<file path="src/rtl/bcg_pkg.sv">
package bcg_pkg;

    localparam logic [2:0] LEN_ONE  = 3'b000;
    localparam logic [2:0] LEN_TWO  = 3'b001;
    localparam logic [2:0] LEN_FOUR = 3'b010;
    localparam logic [2:0] LEN_OCT  = 3'b011;
    localparam logic [2:0] LEN_PAGE = 3'b111;

    typedef enum logic {
        ORD_SEQ = 1'b0,
        ORD_ILV = 1'b1
    } order_e;

    // Width-independent description of one burst
    typedef struct packed {
        logic       page;   // runs until stopped
        order_e     order;
        logic       err;    // reserved / illegal setting seen
        logic [1:0] lg;     // log2 of beats when not page
    } bcfg_t;

    function automatic bcfg_t decode_mode(input logic [2:0] code,
                                          input logic       ilv,
                                          input logic       wr,
                                          input logic       sbw);
        bcfg_t c;
        c.page  = 1'b0;
        c.order = ilv ? ORD_ILV : ORD_SEQ;
        c.err   = 1'b0;
        c.lg    = 2'd0;
        case (code)
            LEN_ONE:  c.lg = 2'd0;
            LEN_TWO:  c.lg = 2'd1;
            LEN_FOUR: c.lg = 2'd2;
            LEN_OCT:  c.lg = 2'd3;
            LEN_PAGE: begin
                if (ilv) c.err  = 1'b1;
                else     c.page = 1'b1;
            end
            default:  c.err = 1'b1;
        endcase
        if (wr && sbw) begin
            c.page = 1'b0;
            c.lg   = 2'd0;
        end
        return c;
    endfunction

endpackage

</file>
<file path="src/rtl/bcg_decode.sv">
module bcg_decode
    import bcg_pkg::*;
(
    input  logic [2:0] len_code,
    input  logic       type_ilv,
    input  logic       cmd_wr,
    input  logic       sbw_en,
    output bcfg_t      cfg,
    output logic       cfg_err
);
    bcfg_t mode_only;

    always_comb begin
        cfg       = decode_mode(len_code, type_ilv, cmd_wr, sbw_en);
        mode_only = decode_mode(len_code, type_ilv, 1'b0, 1'b0);
        cfg_err   = mode_only.err;
    end
endmodule

</file>
<file path="src/rtl/bcg_seq.sv">
module bcg_seq
    import bcg_pkg::*;
#(
    parameter int COL_W = 8
) (
    input  logic             clk,
    input  logic             rst,
    input  logic             step_en,
    input  logic             start,
    input  logic             stop,
    input  bcfg_t            cfg_in,
    input  logic [COL_W-1:0] start_col,
    output logic             vld,
    output logic [COL_W-1:0] beat,
    output logic [COL_W-1:0] col_q,
    output logic [COL_W-1:0] mask,
    output bcfg_t            cfg_q,
    output logic             last
);
    localparam logic [COL_W-1:0] ONES = {COL_W{1'b1}};

    logic             vld_q;
    logic [COL_W-1:0] beat_q;

    always_comb begin
        mask = cfg_q.page ? ONES : ~(ONES << cfg_q.lg);
        last = vld_q && !cfg_q.page && (beat_q == mask);
    end

    always_ff @(posedge clk) begin
        if (rst) begin
            vld_q  <= 1'b0;
            beat_q <= '0;
            col_q  <= '0;
            cfg_q  <= '0;
        end else if (start) begin
            vld_q  <= 1'b1;
            beat_q <= '0;
            col_q  <= start_col;
            cfg_q  <= cfg_in;
        end else if (vld_q) begin
            if (stop)
                vld_q <= 1'b0;
            else if (step_en) begin
                if (last) vld_q  <= 1'b0;
                else      beat_q <= beat_q + 1'b1;
            end
        end
    end

    assign vld  = vld_q;
    assign beat = beat_q;


    start_load_chk: assert property (@(posedge clk) disable iff (rst)
        start |=> (vld_q && beat_q == '0));

    stop_end_chk: assert property (@(posedge clk) disable iff (rst)
        (stop && !start) |=> !vld_q);

    hold_chk: assert property (@(posedge clk) disable iff (rst)
        (vld_q && !step_en && !stop && !start) |=> (vld_q && $stable(beat_q)));

    final_drop_chk: assert property (@(posedge clk) disable iff (rst)
        (last && step_en && !stop && !start) |=> !vld_q);

    page_run_chk: assert property (@(posedge clk) disable iff (rst)
        (vld_q && cfg_q.page && step_en && !stop && !start) |=> vld_q);
endmodule

</file>
<file path="src/rtl/bcg_addr.sv">
module bcg_addr
    import bcg_pkg::*;
#(
    parameter int COL_W = 8
) (
    input  bcfg_t            cfg_q,
    input  logic [COL_W-1:0] col_q,
    input  logic [COL_W-1:0] beat,
    input  logic [COL_W-1:0] mask,
    output logic [COL_W-1:0] col_addr
);
    logic [COL_W-1:0] sum;

    // Carries out of the masked field are discarded bit by bit below
    assign sum = col_q + beat;

    for (genvar i = 0; i < COL_W; i++) begin : g_bit
        always_comb begin
            if (!mask[i])
                col_addr[i] = col_q[i];
            else if (cfg_q.order == ORD_ILV)
                col_addr[i] = col_q[i] ^ beat[i];
            else
                col_addr[i] = sum[i];
        end
    end
endmodule

</file>
<file path="src/rtl/burst_col_gen.sv">
module burst_col_gen
    import bcg_pkg::*;
#(
    parameter int COL_W = 8
) (
    input  logic             clk,
    input  logic             rst,
    input  logic             step_en,
    input  logic             cmd_start,
    input  logic             cmd_wr,
    input  logic [COL_W-1:0] cmd_col,
    input  logic [2:0]       len_code,
    input  logic             type_ilv,
    input  logic             sbw_en,
    input  logic             brst_stop,
    output logic [COL_W-1:0] col_addr,
    output logic             beat_vld,
    output logic             last_beat,
    output logic             cfg_err
);
    bcfg_t            cfg_new;
    bcfg_t            cfg_q;
    logic [COL_W-1:0] beat;
    logic [COL_W-1:0] col_q;
    logic [COL_W-1:0] mask;

    bcg_decode u_dec (
        .len_code (len_code),
        .type_ilv (type_ilv),
        .cmd_wr   (cmd_wr),
        .sbw_en   (sbw_en),
        .cfg      (cfg_new),
        .cfg_err  (cfg_err)
    );

    bcg_seq #(.COL_W(COL_W)) u_seq (
        .clk       (clk),
        .rst       (rst),
        .step_en   (step_en),
        .start     (cmd_start),
        .stop      (brst_stop),
        .cfg_in    (cfg_new),
        .start_col (cmd_col),
        .vld       (beat_vld),
        .beat      (beat),
        .col_q     (col_q),
        .mask      (mask),
        .cfg_q     (cfg_q),
        .last      (last_beat)
    );

    bcg_addr #(.COL_W(COL_W)) u_addr (
        .cfg_q    (cfg_q),
        .col_q    (col_q),
        .beat     (beat),
        .mask     (mask),
        .col_addr (col_addr)
    );


    block_keep_chk: assert property (@(posedge clk) disable iff (rst)
        beat_vld |-> (((col_addr ^ col_q) & ~mask) == '0));

    sbw_one_chk: assert property (@(posedge clk) disable iff (rst)
        (cmd_start && cmd_wr && sbw_en) |=> last_beat);

    err_one_chk: assert property (@(posedge clk) disable iff (rst)
        (cmd_start && cfg_err) |=> last_beat);
endmodule

</file>
<file path="config.mk">
export PLATFORM = sky130hd
export DESIGN_NAME = burst_col_gen
export DESIGN_NICKNAME = d
export VERILOG_FILES = /design/src/rtl/bcg_pkg.sv /design/src/rtl/bcg_decode.sv /design/src/rtl/bcg_seq.sv /design/src/rtl/bcg_addr.sv /design/src/rtl/burst_col_gen.sv
export SDC_FILE = /design/constraint.sdc
export NUM_CORES = 1
export LEC_CHECK = 0
export ABC_CLOCK_PERIOD_IN_PS = 2650
export BUFFER_PORTS_ARGS = -buffer_cell sky130_fd_sc_hd__buf_2
export CAP_MARGIN = 5
export CORE_UTILIZATION = 50
export CTS_CLUSTER_SIZE = 25
export DETAILED_ROUTE_END_ITERATION = 12
export PLACE_DENSITY = 0.74
export SLEW_MARGIN = 20
export SYNTH_ARGS = -nofsm -noshare
export SYNTH_HDL_FRONTEND = slang
export SYNTH_SLANG_ARGS = --single-unit
</file>
<file path="constraint.sdc">
create_clock -name clk -period 2.65 [get_ports clk]
set_input_delay 0.3975 -clock clk [delete_from_list [all_inputs] [get_ports clk]]
set_output_delay 0.3975 -clock clk [all_outputs]
set_load 0.01 [all_outputs]
</file>
# Word level (Yosys, flattened, before mapping)
# Index checks and enable logic that the tools add are counted.
# totals
regBits	21
output_inout_bits	11
wordCells	62
# op_classes
n_addsub	2
eq_ne	5
n_shift	1
muxes	29
bitwise_logic	11
reduce_logical	8
# ops
op	n
1-bit 2-to-1 mux	25
8-bit by 1-bit adder with 8-bit output, second input constant	1
8-bit adder	1
8-bit equality test	1
8-bit 2-to-1 mux	1
8-bit NOT	1
8-bit by 2-bit << shifter with 8-bit output, first input constant	1
1-bit XOR	8
3-bit by 2-bit equality test with 1-bit output, second input constant	2
2-bit one-hot mux with 3 select lines	1
4-bit AND reduction	1
4-bit OR reduction	1
3-bit by 1-bit equality test with 1-bit output, second input constant	1
3-bit equality test, second input constant	1
1-bit logical AND	3
3-bit logical NOT	1
2-bit 2-to-1 mux	1
1-bit NOT	2
1-bit one-hot mux with 2 select lines	1
2-bit OR reduction	1
1-bit logical NOT	1

# Depth between registers and ports, before layout
# depth
word_depth	10
depth_mapped	7
depth_no_buf	7

# Hierarchy
# A second synthesis with hierarchy kept.
# hier_totals
cells_unflattened	175
area_unflattened_um2	1530.2
# by_module_without_submodules
mod	instances	cells_each	area_per_inst_um2	seq_area_each_um2
bcg_seq	1	105	1023.5	440.4
bcg_addr	1	61	442.9	0.0
bcg_decode	1	9	63.8	0.0

# Least setup slack after synthesis
# OpenSTA, ideal clock, no wires.
# synth_path
path_type	reg-to-output
startpoint	register u_seq.beat_q[0] (netlist: u_seq.beat[0])
endpoint	output col_addr[6]
arrival_ps	1877
required_ps	2253
setup_slack_ps	375
stages_incl_launch_ff	8
path_buffers	0
cell_sequence	dfxtp_1 -> ha_1 -> fa_1 -> a21o_1 -> a21o_1 -> a21o_1 -> a211o_1 -> nand3_1
# synth_between
elab_chain_cells	3
# synth_lines
element	line	rtl
from (decl)	bcg_seq.sv:23	logic [COL_W-1:0] beat_q;
from (signal assigned)	bcg_seq.sv:46	else beat_q <= beat_q + 1'b1;
8-bit adder	bcg_addr.sv:15	assign sum = col_q + beat;
1-bit 2-to-1 mux	bcg_addr.sv:21	else if (cfg_q.order == ORD_ILV)
1-bit 2-to-1 mux	bcg_addr.sv:19	if (!mask[i])
to (decl)	burst_col_gen.sv:16	output logic [COL_W-1:0] col_addr,
# No other way between the ends.

# Worst setup path after layout
# layout_path
startpoint	register u_seq.col_q[0]
endpoint	output col_addr[6]
# layout_between
elab_chain_cells	3
# layout_lines
element	line	rtl
from (decl)	bcg_seq.sv:15	output logic [COL_W-1:0] col_q,
from (signal assigned)	bcg_seq.sv:39	col_q <= start_col;
8-bit adder	bcg_addr.sv:15	
1-bit 2-to-1 mux	bcg_addr.sv:21	
1-bit 2-to-1 mux	bcg_addr.sv:19	
# No other way between the ends.

==> impl_metrics.tcl <==
set metrics [dict create \
    outcome "finished clean" \
    drv_cap 0 \
    critPathMaxFanout 3 \
    initial_utilization 0.552 \
    internal_power_uw 433 \
    yosysUniqueCellTypes 46 \
    syn_inst 159 \
    hpwl_um 2330 \
    wirelength_um 3170 \
    area_growth_pct 17.8 \
    gp_congestion 0.872 \
    coreArea_sq_mm 0.00257 \
    final_common_cell "buf_2" \
    power_uw 606 \
    fmax_ghz 0.385 \
    leakagePower_uw 0.000723 \
    grt_overflow 0 \
    p_sw_uw 173 \
    grt_start_max_net_pins 20 \
    die_x_um 55.2 \
    cts_setup_buffers 0 \
    htree_levels 1 \
    final_cell_mix "buf_2 (29), nor2_1 (19), dfxtp_1 (14), a21oi_1 (11), mux2i_1 (11)" \
    peakVddDrop_mv 0.365 \
    drtPass1Iterations 4 \
    rows 18 \
    grt_pass1_vias 1249 \
    fillers 228 \
    tritoncts "done" \
    synth_area_sq_mm 0.00142 \
    period_share 0.980 \
    antenna_cells 0 \
    synth_seq_area_share 0.297 \
    synth-seq-cells 21 \
    cts_buffer_depth 2 \
    swShare 0.285 \
    drt_first_iter_violations 23 \
    grtUsageTotal 0.214 \
    io_pins 30 \
    hold_buffers 0 \
    fin_crit_ps 2600 \
    syn_nets 187 \
    clock_latency_ps 310 \
    slew_violations 0 \
    drcViolationCount 0 \
    endpoint_kind "output port" \
    cts_sinks 21 \
    layout-drive-gt1-share 0.326 \
    wl_per_cell_um 14.6 \
    grt_first_pass_wirelength_um 5350 \
    dp.cells 213 \
    antenna_left 0 \
    clkPwrFrac 0.266 \
    critPathKind "register to output port" \
    hp-class "primary input to register" \
    powerDensity_mw_per_mm2 363 \
    finalSetupViolCount 0 \
    drt-vias-per-instance 5.89 \
    vias 1279 \
    setup.worst_path.start_class "register" \
    ys_warn_count 0 \
    max_slew_margin 0.524 \
    worst_pin_slew_ps 713 \
    antenna_found_initial 0 \
    r2r_setup_slack_ps 540 \
    finalClockSkew_ps 6.94 \
    hold_violations 0 \
    power_frac_seq 0.561 \
    cp_data_required_time_ps 2250 \
    p_comb_frac 0.172 \
    path_clk_slew_ps 130 \
    die_h_um 55.2 \
    crit_arrival_ps 2200 \
    avgSynthCellArea_sq_um 8.91 \
    finalNonFillerCells 217 \
    cts-buffers-inserted 3 \
    io_buffers 29 \
    dieArea_sq_mm 0.00305 \
    nets 216 \
    root_buffer "clkbuf_4" \
]
[cell families (layout without fill, tap and decap cells)]
kind of cell               after synthesis  after routing  synth area share
and+or+nand+nor                         59             59             0.234
AOI/OAI and AO/OA                       41             41             0.204
DFF                                     21             21             0.297
muxes                                   12             12            0.0857
adders and majority gates                9              9            0.0848
buffers and inverters                    9             37            0.0345
xor gates and xnor gates                 8              8            0.0601
[power by group through the flow]
stage / registers [uW] / clock network, uW / logic (uW)
floorplan: 341 / 0 / 69.8
global placement: 346 / 0 / 97.9
detailed placement: 346 / 0 / 101
CTS: 340 / 165 / 102
global route: 342 / 178 / 116
finish: 340 / 161 / 104
[cell type report]
type | instances | area (sq um) | area share
multi-input cells | 129 | 1000 | 0.602
flip-flops and latches | 21 | 432 | 0.259
repair buffers | 31 | 160 | 0.0960
well taps | 30 | 37.5 | 0.0225
clock buffers | 3 | 22.5 | 0.0135
inverters | 2 | 7.51 | 0.00450
clock inverters | 1 | 5.00 | 0.00300
[flip-flops by register name, indices dropped and copies added (netlist names)]
register,flops
u_seq.beat,8
u_seq.cfg_q,4
u_seq.col_q,8
u_seq.vld,1
[metrics by stage]
stage	setup TNS (ps)	hold slack [ps]	setup WS (ps)	area [sq um]	utilization
detailed placement	0	514	214	1570	0.613
global placement	0	505	303	1570	0.613
finish	0	308	52.4	1670	0.650
floorplan	0	480	375	1420	-
global route	-26.4	311	-26.4	1670	0.650
CTS	0	306	6.56	1630	0.635
[final timing paths]
path,from,end,cells after the start
worst min register to register,u_seq.beat[4],u_seq.beat[4],2
worst max register to register,u_seq.cfg_q[4],u_seq.beat[7],5
worst min-delay path,cmd_col[3],u_seq.col_q[3],3
worst max-delay path,u_seq.col_q[0],col_addr[6],8
[metal layers]
layer	track usage	vias to the layer above	routed length (um)
met5	0	-	0
met4	0.0321	0	17
met3	0.0492	4	186
met2	0.375	38	1560
met1	0.272	596	1410
li1	-	641	-
[critical path, stage by stage (launching register included)]
cell	delay, ps
dfxtp_2	360
ha_4	170
fa_2	330
a21o_1	180
a21o_1	200
a21o_1	180
a211o_1	260
nand3_1	70
buf_2	130
[synthesized netlist by cell type (all sizes together)]
master | instances | area, sq um
a211o | 1 | 8.76
a211oi | 2 | 15.0
a21bo | 1 | 10.0
a21boi | 1 | 7.51
a21o | 4 | 30.0
a21oi | 12 | 63.8
a22o | 2 | 17.5
a311oi | 2 | 17.5
a31oi | 1 | 6.26
a32o | 1 | 10.0
a41oi | 1 | 8.76
and2b | 1 | 7.51
and4 | 2 | 17.5
buf | 5 | 33.8
clkbuf | 2 | 7.51
dfxtp | 21 | 420
fa | 1 | 20.0
ha | 8 | 100
inv | 2 | 7.51
mux2 | 1 | 11.3
mux2i | 11 | 110
nand2 | 7 | 26.3
nand3 | 6 | 35.0
nand3b | 1 | 7.51
nand4 | 1 | 6.26
nor2 | 19 | 71.3
nor2b | 5 | 31.3
nor3 | 4 | 31.3
nor3b | 1 | 7.51
nor4b | 1 | 15.0
nor4bb | 1 | 10.0
o21ai | 9 | 45.0
o21bai | 1 | 7.51
o311ai | 1 | 26.3
o31ai | 2 | 15.0
or2 | 2 | 12.5
or3 | 6 | 37.5
or4 | 2 | 15.0
xnor2 | 7 | 76.3
xor2 | 1 | 8.76
[what timing repair did]
item | 4_1_cts | 5_1_grt
pin swaps | 0 | 2
resized for setup | 9 | 9
endpoints found under the setup margin | 2 | 2
Power figures use the tool's default switching activity.
